$ cat src/rtl/dcd_pkg.sv
package dcd_pkg;
  typedef enum logic [2:0] {
    CYC_READ   = 3'd0,
    CYC_EWR    = 3'd1,
    CYC_DWR    = 3'd2,
    CYC_RMW    = 3'd3,
    CYC_RONLY  = 3'd4,
    CYC_CBR    = 3'd5,
    CYC_HIDDEN = 3'd6
  } cyc_e;
endpackage

$ cat src/rtl/dcd_sync.sv
module dcd_sync #(
  parameter int W = 4,
  parameter logic [W-1:0] RST_VAL = '1
) (
  input  logic         clk_i,
  input  logic         rst_ni,
  input  logic [W-1:0] d_i,
  output logic [W-1:0] q_o,
  output logic [W-1:0] q_prev_o
);
  for (genvar g = 0; g < W; g++) begin : g_bit
    logic s1_q, s2_q, s3_q;
    always_ff @(posedge clk_i or negedge rst_ni) begin
      if (!rst_ni) begin
        s1_q <= RST_VAL[g];
        s2_q <= RST_VAL[g];
        s3_q <= RST_VAL[g];
      end else begin
        s1_q <= d_i[g];
        s2_q <= s1_q;
        s3_q <= s2_q;
      end
    end
    assign q_o[g]      = s2_q;
    assign q_prev_o[g] = s3_q;
  end
endmodule

$ cat src/rtl/dcd_classifier.sv
module dcd_classifier
  import dcd_pkg::*;
#(
  parameter int ADDR_W    = 11,
  parameter int COL_SEL_W = 3
) (
  input  logic                 clk_i,
  input  logic                 rst_ni,
  input  logic                 ras_s_i,
  input  logic                 ras_d_i,
  input  logic                 cas_s_i,
  input  logic                 cas_d_i,
  input  logic                 we_s_i,
  input  logic                 we_d_i,
  input  logic                 oe_s_i,
  input  logic [ADDR_W-1:0]    addr_i,
  output logic                 wr_en_o,
  output logic                 rd_en_o,
  output logic [ADDR_W-1:0]    row_o,
  output logic [COL_SEL_W-1:0] col_o,
  output logic                 rd_valid_o,
  output logic                 valid_o,
  output logic [2:0]           type_o,
  output logic [ADDR_W-1:0]    out_row_o,
  output logic [ADDR_W-1:0]    ref_cnt_o
);
  logic ras_fall, ras_rise, cas_fall, cas_rise, we_fall;
  assign ras_fall = ras_d_i & ~ras_s_i;
  assign ras_rise = ~ras_d_i & ras_s_i;
  assign cas_fall = cas_d_i & ~cas_s_i;
  assign cas_rise = ~cas_d_i & cas_s_i;
  assign we_fall  = we_d_i & ~we_s_i;

  logic                 act_q, acc_q, rd_valid_q, oe_seen_q, held_q, valid_q;
  cyc_e                 typ_q;
  logic [2:0]           out_type_q;
  logic [ADDR_W-1:0]    row_q, out_row_q, ref_cnt_q;
  logic [COL_SEL_W-1:0] col_q;

  logic is_ref, access, early_wr, late_wr;
  assign is_ref   = (typ_q == CYC_CBR) || (typ_q == CYC_HIDDEN);
  assign access   = cas_fall & ~ras_s_i & act_q & ~is_ref;
  assign early_wr = access & ~we_s_i;
  assign late_wr  = we_fall & act_q & ~is_ref & ~cas_s_i & acc_q & (typ_q == CYC_READ);

  always_ff @(posedge clk_i or negedge rst_ni) begin
    if (!rst_ni) begin
      act_q      <= 1'b0;
      acc_q      <= 1'b0;
      rd_valid_q <= 1'b0;
      oe_seen_q  <= 1'b0;
      held_q     <= 1'b0;
      valid_q    <= 1'b0;
      typ_q      <= CYC_RONLY;
      out_type_q <= '0;
      row_q      <= '0;
      out_row_q  <= '0;
      ref_cnt_q  <= '0;
      col_q      <= '0;
    end else begin
      valid_q <= 1'b0;
      // column latch is transparent while CAS is high inside a row cycle
      if (!ras_s_i && cas_s_i) col_q <= addr_i[COL_SEL_W-1:0];
      if (rd_valid_q && !oe_s_i) oe_seen_q <= 1'b1;
      if (ras_fall) begin
        act_q <= 1'b1;
        acc_q <= 1'b0;
        if (!cas_s_i) begin
          typ_q <= held_q ? CYC_HIDDEN : CYC_CBR;
          row_q <= ref_cnt_q;
        end else begin
          typ_q <= CYC_RONLY;
          row_q <= addr_i;
        end
      end
      if (access) begin
        acc_q     <= 1'b1;
        held_q    <= 1'b1;
        oe_seen_q <= 1'b0;
        if (!we_s_i) begin
          typ_q      <= CYC_EWR;
          rd_valid_q <= 1'b0;
        end else begin
          typ_q      <= CYC_READ;
          rd_valid_q <= 1'b1;
        end
      end
      if (late_wr) begin
        typ_q      <= oe_seen_q ? CYC_RMW : CYC_DWR;
        rd_valid_q <= 1'b0;
      end
      if (cas_rise) begin
        rd_valid_q <= 1'b0;
        held_q     <= 1'b0;
        oe_seen_q  <= 1'b0;
      end
      if (ras_rise && act_q) begin
        act_q      <= 1'b0;
        valid_q    <= 1'b1;
        out_type_q <= typ_q;
        out_row_q  <= row_q;
        if (is_ref) ref_cnt_q <= ref_cnt_q + 1'b1;
      end
    end
  end

  assign wr_en_o    = early_wr | late_wr;
  assign rd_en_o    = access & we_s_i;
  assign row_o      = row_q;
  assign col_o      = col_q;
  assign rd_valid_o = rd_valid_q;
  assign valid_o    = valid_q;
  assign type_o     = out_type_q;
  assign out_row_o  = out_row_q;
  assign ref_cnt_o  = ref_cnt_q;
endmodule

$ cat src/rtl/dcd_array.sv
module dcd_array #(
  parameter int DATA_W = 8,
  parameter int IDX_W  = 6
) (
  input  logic              clk_i,
  input  logic              rst_ni,
  input  logic              wr_en_i,
  input  logic              rd_en_i,
  input  logic [IDX_W-1:0]  idx_i,
  input  logic [DATA_W-1:0] wdata_i,
  output logic [DATA_W-1:0] rdata_o
);
  localparam int DEPTH = 1 << IDX_W;
  logic [DATA_W-1:0] mem_q [DEPTH];
  logic [DATA_W-1:0] rdata_q;

  always_ff @(posedge clk_i or negedge rst_ni) begin
    if (!rst_ni) begin
      for (int i = 0; i < DEPTH; i++) mem_q[i] <= '0;
      rdata_q <= '0;
    end else begin
      if (rd_en_i) rdata_q <= mem_q[idx_i];
      if (wr_en_i) mem_q[idx_i] <= wdata_i;
    end
  end
  assign rdata_o = rdata_q;
endmodule

$ cat src/rtl/dram_cycle_decoder.sv
module dram_cycle_decoder #(
  parameter int ADDR_W    = 11,
  parameter int DATA_W    = 8,
  parameter int ROW_SEL_W = 3,
  parameter int COL_SEL_W = 3
) (
  input  logic              clk_i,
  input  logic              rst_ni,
  input  logic              ras_ni,
  input  logic              cas_ni,
  input  logic              we_ni,
  input  logic              oe_ni,
  input  logic [ADDR_W-1:0] addr_i,
  input  logic [DATA_W-1:0] dq_i,
  output logic [DATA_W-1:0] dq_o,
  output logic              dq_oe_o,
  output logic              cycle_valid_o,
  output logic [2:0]        cycle_type_o,
  output logic [ADDR_W-1:0] cycle_row_o
);
  localparam int IDX_W = ROW_SEL_W + COL_SEL_W;

  logic [3:0] strb_s, strb_d;
  logic       ras_s, cas_s, we_s, oe_s;
  logic       wr_en, rd_en, rd_valid;
  logic [ADDR_W-1:0]    row, ref_cnt;
  logic [COL_SEL_W-1:0] col;

  dcd_sync #(.W(4), .RST_VAL(4'hF)) u_sync (
    .clk_i    (clk_i),
    .rst_ni   (rst_ni),
    .d_i      ({oe_ni, we_ni, cas_ni, ras_ni}),
    .q_o      (strb_s),
    .q_prev_o (strb_d)
  );
  assign ras_s = strb_s[0];
  assign cas_s = strb_s[1];
  assign we_s  = strb_s[2];
  assign oe_s  = strb_s[3];

  dcd_classifier #(.ADDR_W(ADDR_W), .COL_SEL_W(COL_SEL_W)) u_cls (
    .clk_i      (clk_i),
    .rst_ni     (rst_ni),
    .ras_s_i    (ras_s),
    .ras_d_i    (strb_d[0]),
    .cas_s_i    (cas_s),
    .cas_d_i    (strb_d[1]),
    .we_s_i     (we_s),
    .we_d_i     (strb_d[2]),
    .oe_s_i     (oe_s),
    .addr_i     (addr_i),
    .wr_en_o    (wr_en),
    .rd_en_o    (rd_en),
    .row_o      (row),
    .col_o      (col),
    .rd_valid_o (rd_valid),
    .valid_o    (cycle_valid_o),
    .type_o     (cycle_type_o),
    .out_row_o  (cycle_row_o),
    .ref_cnt_o  (ref_cnt)
  );

  dcd_array #(.DATA_W(DATA_W), .IDX_W(IDX_W)) u_array (
    .clk_i   (clk_i),
    .rst_ni  (rst_ni),
    .wr_en_i (wr_en),
    .rd_en_i (rd_en),
    .idx_i   ({row[ROW_SEL_W-1:0], col}),
    .wdata_i (dq_i),
    .rdata_o (dq_o)
  );

  assign dq_oe_o = rd_valid & ~cas_s & ~oe_s;
endmodule

$ cat config.mk
export PLATFORM = sky130hd
export DESIGN_NAME = dram_cycle_decoder
export DESIGN_NICKNAME = d
export VERILOG_FILES = /design/src/rtl/dcd_pkg.sv /design/src/rtl/dcd_sync.sv /design/src/rtl/dcd_classifier.sv /design/src/rtl/dcd_array.sv /design/src/rtl/dram_cycle_decoder.sv
export SDC_FILE = /design/constraint.sdc
export NUM_CORES = 1
export LEC_CHECK = 0
export ABC_AREA = 1
export BUFFER_PORTS_ARGS = -buffer_cell sky130_fd_sc_hd__buf_2
export CORE_MARGIN = 2
export CORE_UTILIZATION = 35
export CTS_BUF_LIST = sky130_fd_sc_hd__clkbuf_16
export DETAILED_ROUTE_END_ITERATION = 10
export GPL_ROUTABILITY_DRIVEN = 0
export HOLD_SLACK_MARGIN = 0.1
export SYNTH_ARGS = -nofsm -noshare
export SYNTH_HDL_FRONTEND = slang
export SYNTH_SLANG_ARGS = --single-unit
$ cat constraint.sdc
create_clock -name clk_i -period 1.8 [get_ports clk_i]
set_input_delay 0.45 -clock clk_i [delete_from_list [all_inputs] [get_ports clk_i]]
set_output_delay 0.45 -clock clk_i [all_outputs]
set_load 0.02 [all_outputs]
==> flow_summary.toml <==
[sta]
hold_viol = 0
setup_violations = 526
worst_slack_ps = -350
rsz0062_at_grt = "yes"
fin_hold_ws_ps = 127
period_share_pct = 119
timing.max_slew.rel_slack_pct = 51.8
final-max-slew-violation-count = 0
tns_ps = -139670
worst_slew_pin_slew_ps = 723
fmax_ghz = 0.465
fin_skew_ps = 27.4
period_needed_ps = 2150

[worst_setup_path]
reg2reg_from = "u_sync.g_bit[1].s3_q"
cp-end-kind = "flop"
rr_endpoint = "u_array.mem_q[159]"
crit_end = "u_array.mem_q[159]"
critical_path_class = "reg -> reg"
cp.required_ps = 2290
cp_max_fo = 8
r2r_slack_ps = -350
worst-endpoint-arrival_ps = 2640
critPathLaunchType = "flop"
critPathLaunch = "u_sync.g_bit[1].s3_q"
ff2ff_path_depth = 12

[logic_synthesis]
synth_largest_area_cell = "dfrtp_1"
syn_area_per_cell_um2 = 7.26
yosys_register_bits = 579
seq_area_frac_synth_pct = 49.4
synth.top_cell.area_share_pct = 48.3
synth_nets = 4067
yosysUniqueCellTypes = 29
syn_inst = 4041
synth_area_leaders = "dfrtp_1, nand2_1, nand3_1, inv_1, nor2_1"
yosysWarnings = 0
synth.cell_area_mm2 = 0.0293

[global_route]
track_usage_pct = 23.5
grt_antenna_before_repair = 0
grt_max_degree = 71
grt_pass1_vias = 27400
grt_pass1_wl_um = 158000
grt.overflow.total = 0

[final_layout]
syn_to_final_growth_pct = 43.2
antenna_cells = 0
fin_area_mm2 = 0.0420
finalNetCount = 4527
fillerInstances = 7594
drive_gt1_share_pct = 28.8
fin_cells = 5636

[clock_tree]
h-tree-depth = 3
clock_path_buffers = 3
clk_latency_ps = 630
numCtsBuffers = 69
cts_tree = "done"
clock_sinks = 579
clkTransAtPathRegs_ps = 60
cts_root_buf = "clkbuf_16"

[placed_design]
post_dp_cell_area_mm2 = 0.0339
numPortBuffers = 48
pre_cts_ws_ps = -568
hpwlAfterDp_um = 64500
dp.cells = 5340

[routing]
wire_per_inst_um = 19.2
remaining_drc_errors = 0
dr.first_iter.drc_count = 3102
antenna_left = 0
vias = 29100
firstDrtPassIters = 6
vias_per_cell = 5.17
wl_um = 108000

[outcome]
violations = "negative setup slack"
status = "complete, but fails checks"

[power_and_ir_drop]
p_leak_uw = 0.0214
power_density_mw_per_mm2 = 873
max-vdd-ir-drop_mv = 0.594

[die]
initial_core_util_pct = 35.2
io_pins = 49
die_y_um = 294
die-area_mm2 = 0.0862
fp-row-count = 106
die_w_um = 294
coreArea_mm2 = 0.0833

[job]
maxCapViolations = 0

[min_path]
hp-class = "in -> reg"
-- cell usage after synthesis, drive strengths merged --
library cell / number
nor3b: 1
nor2: 224
nand3: 674
dfrtp: 567
inv: 458
clkbuf: 105
nand2: 1630
dfstp: 12
clkinv: 1
a21oi: 60
o22ai: 2
buf: 112
o211ai: 50
nor3: 9
o21ai: 94
nand4: 4
ha: 1
and3: 1
or2: 26
xor2: 10
-- power by group --
part,leakage (µW),switching (µW),internal [µW]
Clock,0.00115,5860,8260
Sequential,0.00545,651,13800
Combinational,0.0148,4920,3160
-- cell families after synthesis --
group / share of synthesized area [%]
simple gates: 36.9
buf+inv: 9.39
flops: 49.4
compound gates: 3.95
xor+xnor: 0.298
fa+ha+maj: 0.0426
-- worst min-delay path by stage --
stage                          from            endpoint  slack (ps)  depth (start not counted)
after floorplan              rst_ni    u_array.mem_q[0]         150                          0
final                     addr_i[3]      u_cls.row_o[3]         130                          3
after global routing      addr_i[3]      u_cls.row_o[3]         130                          3
after detailed placement     rst_ni  u_array.mem_q[469]         350                          1
after global placement       rst_ni  u_array.mem_q[469]         350                          1
after CTS                 addr_i[3]      u_cls.row_o[3]         100                          3
-- routing by layer --
layer | global-route usage (%) | up-vias | routed length, µm
li1 | - | 13500 | -
met1 | 32.7 | 14200 | 46000
met2 | 37.0 | 1188 | 50100
met3 | 3.84 | 232 | 8480
met4 | 8.52 | 0 | 3590
met5 | 0 | - | 0
-- stage by stage --
| step | total power, µW | util, % |
|---|---|---|
| after floorplan | 17500 | - |
| after global placement | 20800 | 40.7 |
| after detailed placement | 20900 | 40.7 |
| after CTS | 35600 | 45.7 |
| after global routing | 38000 | 50.5 |
| final | 36700 | 50.5 |
-- worst max-delay path: stages, from the launching register on --
cell	delay, ps
dfstp_2	530
nor3b_4	230
nand2_2	90
nand2_2	100
inv_2	50
nor2_4	120
buf_12	140
clkbuf_16	170
buf_16	180
nand2_8	70
buf_12	160
nor2_4	100
a21oi_4	40
-- layout make-up --
class	count	area, µm²	area share (%)
multi-input combinational	2786	14700	35.0
inverter	459	1740	4.13
clock buffer	72	1800	4.29
timing repair buffer	606	7460	17.8
sequential	579	14500	34.5
clock inverter	54	444	1.06
tap	1080	1350	3.21
-- registers in the layout, summed over array words and instances (netlist names), 3 cells and up --
register	count
u_cls.row_o	11
u_sync.g_bit.s3_q	3
u_cls.col_o	3
u_cls.typ_q	3
u_array.rdata_o	8
u_cls.type_o	3
u_array.mem_q	512
u_cls.out_row_o	11
u_cls.ref_cnt_o	11
u_sync.g_bit.s2_q	4
u_sync.g_bit.s1_q	4
-- cell usage in the layout (no fill, tap or decap), types with 4 or more instances in the layout --
| cell | instances |
|---|---|
| a21oi_1 | 31 |
| a21oi_2 | 28 |
| buf_12 | 107 |
| buf_16 | 26 |
| buf_2 | 38 |
| buf_4 | 296 |
| buf_6 | 58 |
| buf_8 | 39 |
| bufinv_16 | 7 |
| clkbuf_16 | 103 |
| clkinv_1 | 16 |
| clkinv_2 | 11 |
| dfrtp_1 | 566 |
| dfstp_2 | 12 |
| dlygate4sd3_1 | 8 |
| inv_1 | 457 |
| inv_2 | 13 |
| inv_6 | 4 |
| nand2_1 | 1404 |
| nand2_2 | 155 |
| nand2_4 | 43 |
| nand2_8 | 28 |
| nand3_1 | 527 |
| nand3_2 | 146 |
| nand4_1 | 4 |
| nor2_1 | 96 |
| nor2_2 | 60 |
| nor2_4 | 68 |
| nor3_2 | 6 |
| o211ai_1 | 50 |
| o21ai_0 | 45 |
| o21ai_1 | 26 |
| o21ai_2 | 20 |
| or2_2 | 13 |
| or2_4 | 13 |
| xor2_1 | 10 |
-- repair_timing --
item	CTS	global route
gates resized for setup	191	734
pin swaps	36	248
setup buffers	53	62
endpoints found under the setup margin	523	531
hold endpoints to repair	256	0
cloned	24	35
hold buffers	8	0
Power figures use the tool's default switching activity.
